`config.mk`:
```
export PLATFORM = sky130hd
export DESIGN_NAME = wdt_rstctl
export DESIGN_NICKNAME = d
export VERILOG_FILES = /design/src/rtl/wdt_pkg.sv /design/src/rtl/wdt_counter.sv /design/src/rtl/wdt_rcs.sv /design/src/rtl/wdt_pulse.sv /design/src/rtl/wdt_rstctl.sv
export SDC_FILE = /design/constraint.sdc
export NUM_CORES = 1
export LEC_CHECK = 0
export BUFFER_PORTS_ARGS = -buffer_cell sky130_fd_sc_hd__buf_4
export CAP_MARGIN = 20
export CORE_ASPECT_RATIO = 1.5
export CORE_UTILIZATION = 56
export CTS_CLUSTER_DIAMETER = 40
export DETAILED_ROUTE_END_ITERATION = 12
export GPL_TIMING_DRIVEN = 0
export HOLD_SLACK_MARGIN = 0.1
export PLACE_DENSITY = 0.83
export SYNTH_ARGS = -nofsm -noshare
export SYNTH_HDL_FRONTEND = slang
export SYNTH_SLANG_ARGS = --single-unit
```
`constraint.sdc`:
```
create_clock -name clk -period 1.97 [get_ports clk]
set_input_delay 0.2955 -clock clk [delete_from_list [all_inputs] [get_ports clk]]
set_output_delay 0.2955 -clock clk [all_outputs]
set_load 0.05 [all_outputs]
```
`src/rtl/wdt_pkg.sv`:
```
package wdt_pkg;
  localparam int BUS_W = 8;
  localparam int ADR_W = 2;

  localparam logic [ADR_W-1:0] ADR_CTRL = 2'd0;
  localparam logic [ADR_W-1:0] ADR_CNT  = 2'd1;
  localparam logic [ADR_W-1:0] ADR_RCS  = 2'd2;

  // control register bit positions
  localparam int CTRL_RUN = 0;
  localparam int CTRL_WDM = 1;

  // reset control/status register bit positions
  localparam int RCS_FLAG  = 7;
  localparam int RCS_RSTEN = 6;
  localparam int RCS_SPARE = 5;
  localparam logic [4:0] RCS_ONES = 5'h1F;

  localparam int SYNC_STAGES = 2;
endpackage

```
`src/rtl/wdt_counter.sv`:
```
module wdt_counter #(
  parameter int CNT_W = 8
) (
  input  logic             clk,
  input  logic             arst_n,
  input  logic             run,
  input  logic             wd_mode,
  input  logic             tick,
  input  logic             ld,
  input  logic [CNT_W-1:0] ld_val,
  output logic [CNT_W-1:0] cnt_q,
  output logic             wrap_wd,
  output logic             wrap_ivl
);
  logic             inc;
  logic             wrap;
  logic [CNT_W-1:0] cnt_d;

  assign inc      = run & tick;
  assign wrap     = inc & (&cnt_q) & ~ld;
  assign wrap_wd  = wrap & wd_mode;
  assign wrap_ivl = wrap & ~wd_mode;

  always_comb begin
    cnt_d = cnt_q;
    if (ld)       cnt_d = ld_val;
    else if (inc) cnt_d = cnt_q + 1'b1;
  end

  always_ff @(posedge clk or negedge arst_n) begin
    if (!arst_n) cnt_q <= '0;
    else         cnt_q <= cnt_d;
  end
endmodule

```
`src/rtl/wdt_rcs.sv`:
```
module wdt_rcs
  import wdt_pkg::*;
(
  input  logic             clk,
  input  logic             arst_n,
  input  logic             wr,
  input  logic             rd,
  input  logic [BUS_W-1:0] wdata,
  input  logic             set_ovf,
  output logic [BUS_W-1:0] value,
  output logic             flag,
  output logic             rst_en
);
  logic flag_d, arm_q, arm_d, en_d, spare_q, spare_d;

  always_comb begin
    arm_d = arm_q;
    if (wr)             arm_d = 1'b0;
    else if (rd && flag) arm_d = 1'b1;

    flag_d = flag;
    if (set_ovf)                           flag_d = 1'b1;
    else if (wr && arm_q && !wdata[RCS_FLAG]) flag_d = 1'b0;

    en_d    = wr ? wdata[RCS_RSTEN] : rst_en;
    spare_d = wr ? wdata[RCS_SPARE] : spare_q;
  end

  always_ff @(posedge clk or negedge arst_n) begin
    if (!arst_n) begin
      flag    <= 1'b0;
      arm_q   <= 1'b0;
      rst_en  <= 1'b0;
      spare_q <= 1'b0;
    end else begin
      flag    <= flag_d;
      arm_q   <= arm_d;
      rst_en  <= en_d;
      spare_q <= spare_d;
    end
  end

  assign value = {flag, rst_en, spare_q, RCS_ONES};
endmodule

```
`src/rtl/wdt_pulse.sv`:
```
module wdt_pulse #(
  parameter int LEN = 4
) (
  input  logic clk,
  input  logic arst_n,
  input  logic trig,
  output logic pulse
);
  localparam int CW = $clog2(LEN + 1);
  localparam logic [CW-1:0] LOADV = CW'(LEN);

  logic [CW-1:0] left_q, left_d;

  always_comb begin
    left_d = left_q;
    if (trig)             left_d = LOADV;
    else if (left_q != '0) left_d = left_q - 1'b1;
  end

  always_ff @(posedge clk or negedge arst_n) begin
    if (!arst_n) left_q <= '0;
    else         left_q <= left_d;
  end

  assign pulse = (left_q != '0);
endmodule

```
`src/rtl/wdt_rstctl.sv`:
```
module wdt_rstctl
  import wdt_pkg::*;
#(
  parameter int CNT_W         = 8,
  parameter int RST_PULSE_LEN = 4
) (
  input  logic             clk,
  input  logic             pin_rst_n,
  input  logic             dstby_rst_n,
  input  logic             bus_sel,
  input  logic             bus_wr,
  input  logic             bus_rd,
  input  logic [ADR_W-1:0] bus_addr,
  input  logic [BUS_W-1:0] bus_wdata,
  output logic [BUS_W-1:0] bus_rdata,
  input  logic             cnt_tick,
  output logic             wdt_rst_o,
  output logic             ivl_irq_o
);
  // reset: asserted asynchronously, released through a synchronizer
  logic                   rst_any_n;
  logic [SYNC_STAGES-1:0] sync_q;
  logic                   arst_n;

  assign rst_any_n = pin_rst_n & dstby_rst_n;

  always_ff @(posedge clk or negedge rst_any_n) begin
    if (!rst_any_n) sync_q <= '0;
    else            sync_q <= {sync_q[SYNC_STAGES-2:0], 1'b1};
  end
  assign arst_n = sync_q[SYNC_STAGES-1];

  // bus decode
  logic ctrl_wr, cnt_wr, rcs_wr, rcs_rd;
  assign ctrl_wr = bus_sel & bus_wr & (bus_addr == ADR_CTRL);
  assign cnt_wr  = bus_sel & bus_wr & (bus_addr == ADR_CNT);
  assign rcs_wr  = bus_sel & bus_wr & (bus_addr == ADR_RCS);
  assign rcs_rd  = bus_sel & bus_rd & (bus_addr == ADR_RCS);

  // control register
  logic run_q, run_d, wdm_q, wdm_d;
  logic wrap_wd, wrap_ivl;

  always_comb begin
    run_d = run_q;
    wdm_d = wdm_q;
    if (wrap_wd) begin
      run_d = 1'b0;
      wdm_d = 1'b0;
    end else if (ctrl_wr) begin
      run_d = bus_wdata[CTRL_RUN];
      wdm_d = bus_wdata[CTRL_WDM];
    end
  end

  always_ff @(posedge clk or negedge arst_n) begin
    if (!arst_n) begin
      run_q <= 1'b0;
      wdm_q <= 1'b0;
    end else begin
      run_q <= run_d;
      wdm_q <= wdm_d;
    end
  end

  // counter
  logic [CNT_W-1:0] cnt_q;

  wdt_counter #(.CNT_W(CNT_W)) u_cnt (
    .clk      (clk),
    .arst_n   (arst_n),
    .run      (run_q),
    .wd_mode  (wdm_q),
    .tick     (cnt_tick),
    .ld       (cnt_wr),
    .ld_val   (bus_wdata[CNT_W-1:0]),
    .cnt_q    (cnt_q),
    .wrap_wd  (wrap_wd),
    .wrap_ivl (wrap_ivl)
  );

  // reset control/status register
  logic [BUS_W-1:0] rcs_val;
  logic             rcs_flag, rst_en;

  wdt_rcs u_rcs (
    .clk     (clk),
    .arst_n  (arst_n),
    .wr      (rcs_wr),
    .rd      (rcs_rd),
    .wdata   (bus_wdata),
    .set_ovf (wrap_wd),
    .value   (rcs_val),
    .flag    (rcs_flag),
    .rst_en  (rst_en)
  );

  // internal reset pulse
  wdt_pulse #(.LEN(RST_PULSE_LEN)) u_pulse (
    .clk    (clk),
    .arst_n (arst_n),
    .trig   (wrap_wd & rst_en),
    .pulse  (wdt_rst_o)
  );

  // interval interrupt
  logic irq_q;
  always_ff @(posedge clk or negedge arst_n) begin
    if (!arst_n) irq_q <= 1'b0;
    else         irq_q <= wrap_ivl;
  end
  assign ivl_irq_o = irq_q;

  // read mux
  always_comb begin
    bus_rdata = '0;
    if (bus_sel && bus_rd) begin
      case (bus_addr)
        ADR_CTRL: bus_rdata = {{(BUS_W-2){1'b0}}, wdm_q, run_q};
        ADR_CNT:  bus_rdata = BUS_W'(cnt_q);
        ADR_RCS:  bus_rdata = rcs_val;
        default:  bus_rdata = '0;
      endcase
    end
  end
endmodule

```
==> impl_metrics.csv <==
group,metric,value,unit
drt,vias,987,
min_path,min_to,"u_rcs.arm_q",
sta,tns,0,ns
global_route,grt_antenna_before_repair,0,
cells_and_area,multi_input_area,579,sq um
logic_synthesis,synth_nets,136,
cells_and_area,drive_gt1_frac,0.238,
floorplanning,core,0.00185,sq mm
job,cap_violations,0,
sta,skew,0.00222,ns
drt,finalWirelength,2600,um
sta,grt_setup_unrepaired,"no",
drt,drtIter0Drc,24,
logic_synthesis,synth_seq_cells,20,
setup_path,regToRegEndpoint,"u_pulse.left_q[0]",
sta,layout_setup_ws,0.260,ns
logic_synthesis,ys_seq_area_frac,0.448,
setup_path,reg2reg_setup_slack,0.29,ns
status,status,"complete, no violations",
drt,dr.pass1.iters,4,
place,port_buffers,26,
sta,maxClockFrequency,585,MHz
global_route,grt-ovfl-total,0,
floorplanning,start_util,0.603,
setup_path,crit_required,1.67,ns
logic_synthesis,synthDistinctLibCells,35,
logic_synthesis,ys.flop_type,"dfrtp_1",
power,max-vdd-ir-drop,0.697,mV
place,pre_cts_ws,0.251,ns
setup_path,r2r_cells,4,
global_route,grt_util_all_layers,0.267,
logic_synthesis,ys_async_sr_fraction,1.00,
clock_tree,clock-sinks,20,
power,power_density,972,mW/mm^2
place,place.gp.congestion,0.851,
power,leakage,0.624,nW
sta,slew_viol_final,0,
min_path,worstHoldPathCells,2,
logic_synthesis,yosysWarningCount,0,
min_path,hold_class,"input port to register",
logic_synthesis,syn_area,0.00112,sq mm
setup_path,critPathMaxFanout,8,
logic_synthesis,synth.avg_cell_area,9.63,sq um
sta,worst_pin_slew,0.733,ns
floorplanning,die_area,0.00218,sq mm
setup_path,arrival,1.41,ns
clock_tree,clkLatencyLatePin,0.29,ns
cells_and_area,area_delta_synth_final,23.6,%
sta,timing.final.crit_share,0.868,
sta,fin_crit,1.71,ns
clock_tree,tritoncts,"yes",
setup_path,critPathCaptureType,"primary output",
floorplanning,row_count,19,
global_route,grt_pass1_vias,968,
drt,wl_per_cell,15.5,um
clock_tree,clkTransAtPathRegs,0.10,ns
sta,setup-violations-final,0,
sta,hold_viol,0,
cells_and_area,fillers,141,
cells_and_area,regArea,500,sq um
global_route,grt_max_degree,19,
global_route,grt_pass1_wl,4100,um
setup_path,crit_type,"input port to primary output",
sta,max_slew_margin,0.511,
floorplanning,dieHeight,56.7,um
place,hpwlAfterDp,2020,um
logic_synthesis,synth_edf_count,0,
drt,final_antenna_net_count,0,
cells_and_area,diodes,0,
floorplanning,num_io_pins,27,
clock_tree,cts_setup_buffers,0,
setup_path,startpoint_type,"input port",
clock_tree,htree_num_levels,1,
drt,viasPerCell,5.88,
floorplanning,die_x,38.5,um
clock_tree,cts-root-buf,"clkbuf_4",
clock_tree,clk_path_buf_depth,2,
min_path,hp-start,"bus_wr",
cells_and_area,final_nets,169,
clock_tree,numCtsBuffers,3,
drt,route.detailed.drc,0,
setup_path,r2r_start,"u_cnt.cnt_q[0]",
logic_synthesis,syn-instance-count,116,
power by group:
part	internal, mW	switching, mW
combinational	0.220	0.271
clock	0.0711	0.117
sequential	0.529	0.134
critical path, cell delays in order:
cell and delay [ns]:
buf_4 0.13, and2b_1 0.18, clkbuf_1 0.31, a2bb2oi_1 0.14, nor2_1 0.13, buf_4 0.22
cells in the final DEF (no fill, tap or decap), drive strengths merged, types with 3 or more instances in the layout:
| cell | count |
|---|---|
| dfrtp | 20 |
| o21ai | 3 |
| or4 | 6 |
| nand3 | 7 |
| o211ai | 4 |
| a22oi | 3 |
| inv | 4 |
| buf | 27 |
| mux2i | 3 |
| ha | 3 |
| a21oi | 4 |
| nand4 | 3 |
| nand2 | 10 |
| clkbuf | 6 |
| nor2 | 16 |
stage by stage:
step,area (sq um),utilization,instances,hold slack (ns),power (mW)
after floorplan,1120,-,116,0.102,0.992
after detailed placement,1340,0.722,163,0.195,1.16
after global placement,1340,0.722,163,0.183,1.11
after global routing,1380,0.745,168,0.194,1.44
final,1380,0.745,168,0.199,1.34
after CTS,1380,0.745,168,0.203,1.35
layout make-up:
type	instances	area share
Buffer	4	0.0163
Clock buffer	3	0.0163
Inverter	4	0.0109
Multi-Input combinational cell	88	0.419
Sequential cell	20	0.362
Tap cell	21	0.0190
Timing Repair Buffer	28	0.156
synthesized netlist by cell type, drive strengths merged, types with 2 or more instances:
library cell,number,area share
o21ai,3,0.013
nor2,16,0.054
xnor2,2,0.016
ha,3,0.034
a22oi,3,0.020
mux2i,3,0.027
nand2,10,0.034
o211ai,4,0.027
mux2,2,0.020
nand4b,2,0.016
nor2b,2,0.011
nand3,7,0.031
a2bb2oi,2,0.016
inv,4,0.013
or4,6,0.040
dfrtp,20,0.45
a31oi,2,0.011
nand4,3,0.017
clkbuf,3,0.010
a21oi,4,0.018
per-layer routing:
metal  share of wire  global-route usage  vias to the layer above
met3           0.025              0.0593                        4
met1            0.36               0.275                      474
met5               0                   0                        -
li1                -                   -                      489
met2            0.60               0.506                       20
met4           0.011              0.0690                        0
kinds of logic after synthesis:
kind of cell,count (synthesis),synth area share
and+or+nand+nor,53,0.268
AOI/OAI and AO/OA,23,0.143
DFF,20,0.448
buffers and inverters,8,0.0336
muxes,5,0.0470
adders and majority gates,3,0.0336
xor gates and xnor gates,3,0.0235
other,1,0.00336
timing repair:
action / in CTS / in global routing
hold buffers: 2 / 0
hold endpoints to repair: 2 / 0
resized for setup: 0 / 0
registers in the layout, indices dropped and copies added (netlist names):
name,cells
u_cnt.cnt_q,8
u_rcs.arm_q,1
wdm_q,1
u_rcs.rst_en,1
sync_q,2
run_q,1
ivl_irq_o,1
u_pulse.left_q,3
u_rcs.spare_q,1
u_rcs.flag,1
how the worst max path moves through the flow:
stage / from / end / slack, ns / depth (start not counted)
4_1_cts: bus_addr[1] / bus_rdata[7] / 0.25 / 6
6_report: bus_addr[1] / bus_rdata[0] / 0.26 / 6
3_3_place_gp: bus_addr[1] / bus_rdata[7] / 0.31 / 6
3_5_place_dp: bus_addr[1] / bus_rdata[7] / 0.25 / 6
2_1_floorplan: bus_addr[1] / bus_rdata[5] / 0.22 / 4
5_1_grt: bus_addr[1] / bus_rdata[7] / 0.18 / 6
Power figures use the tool's default switching activity.
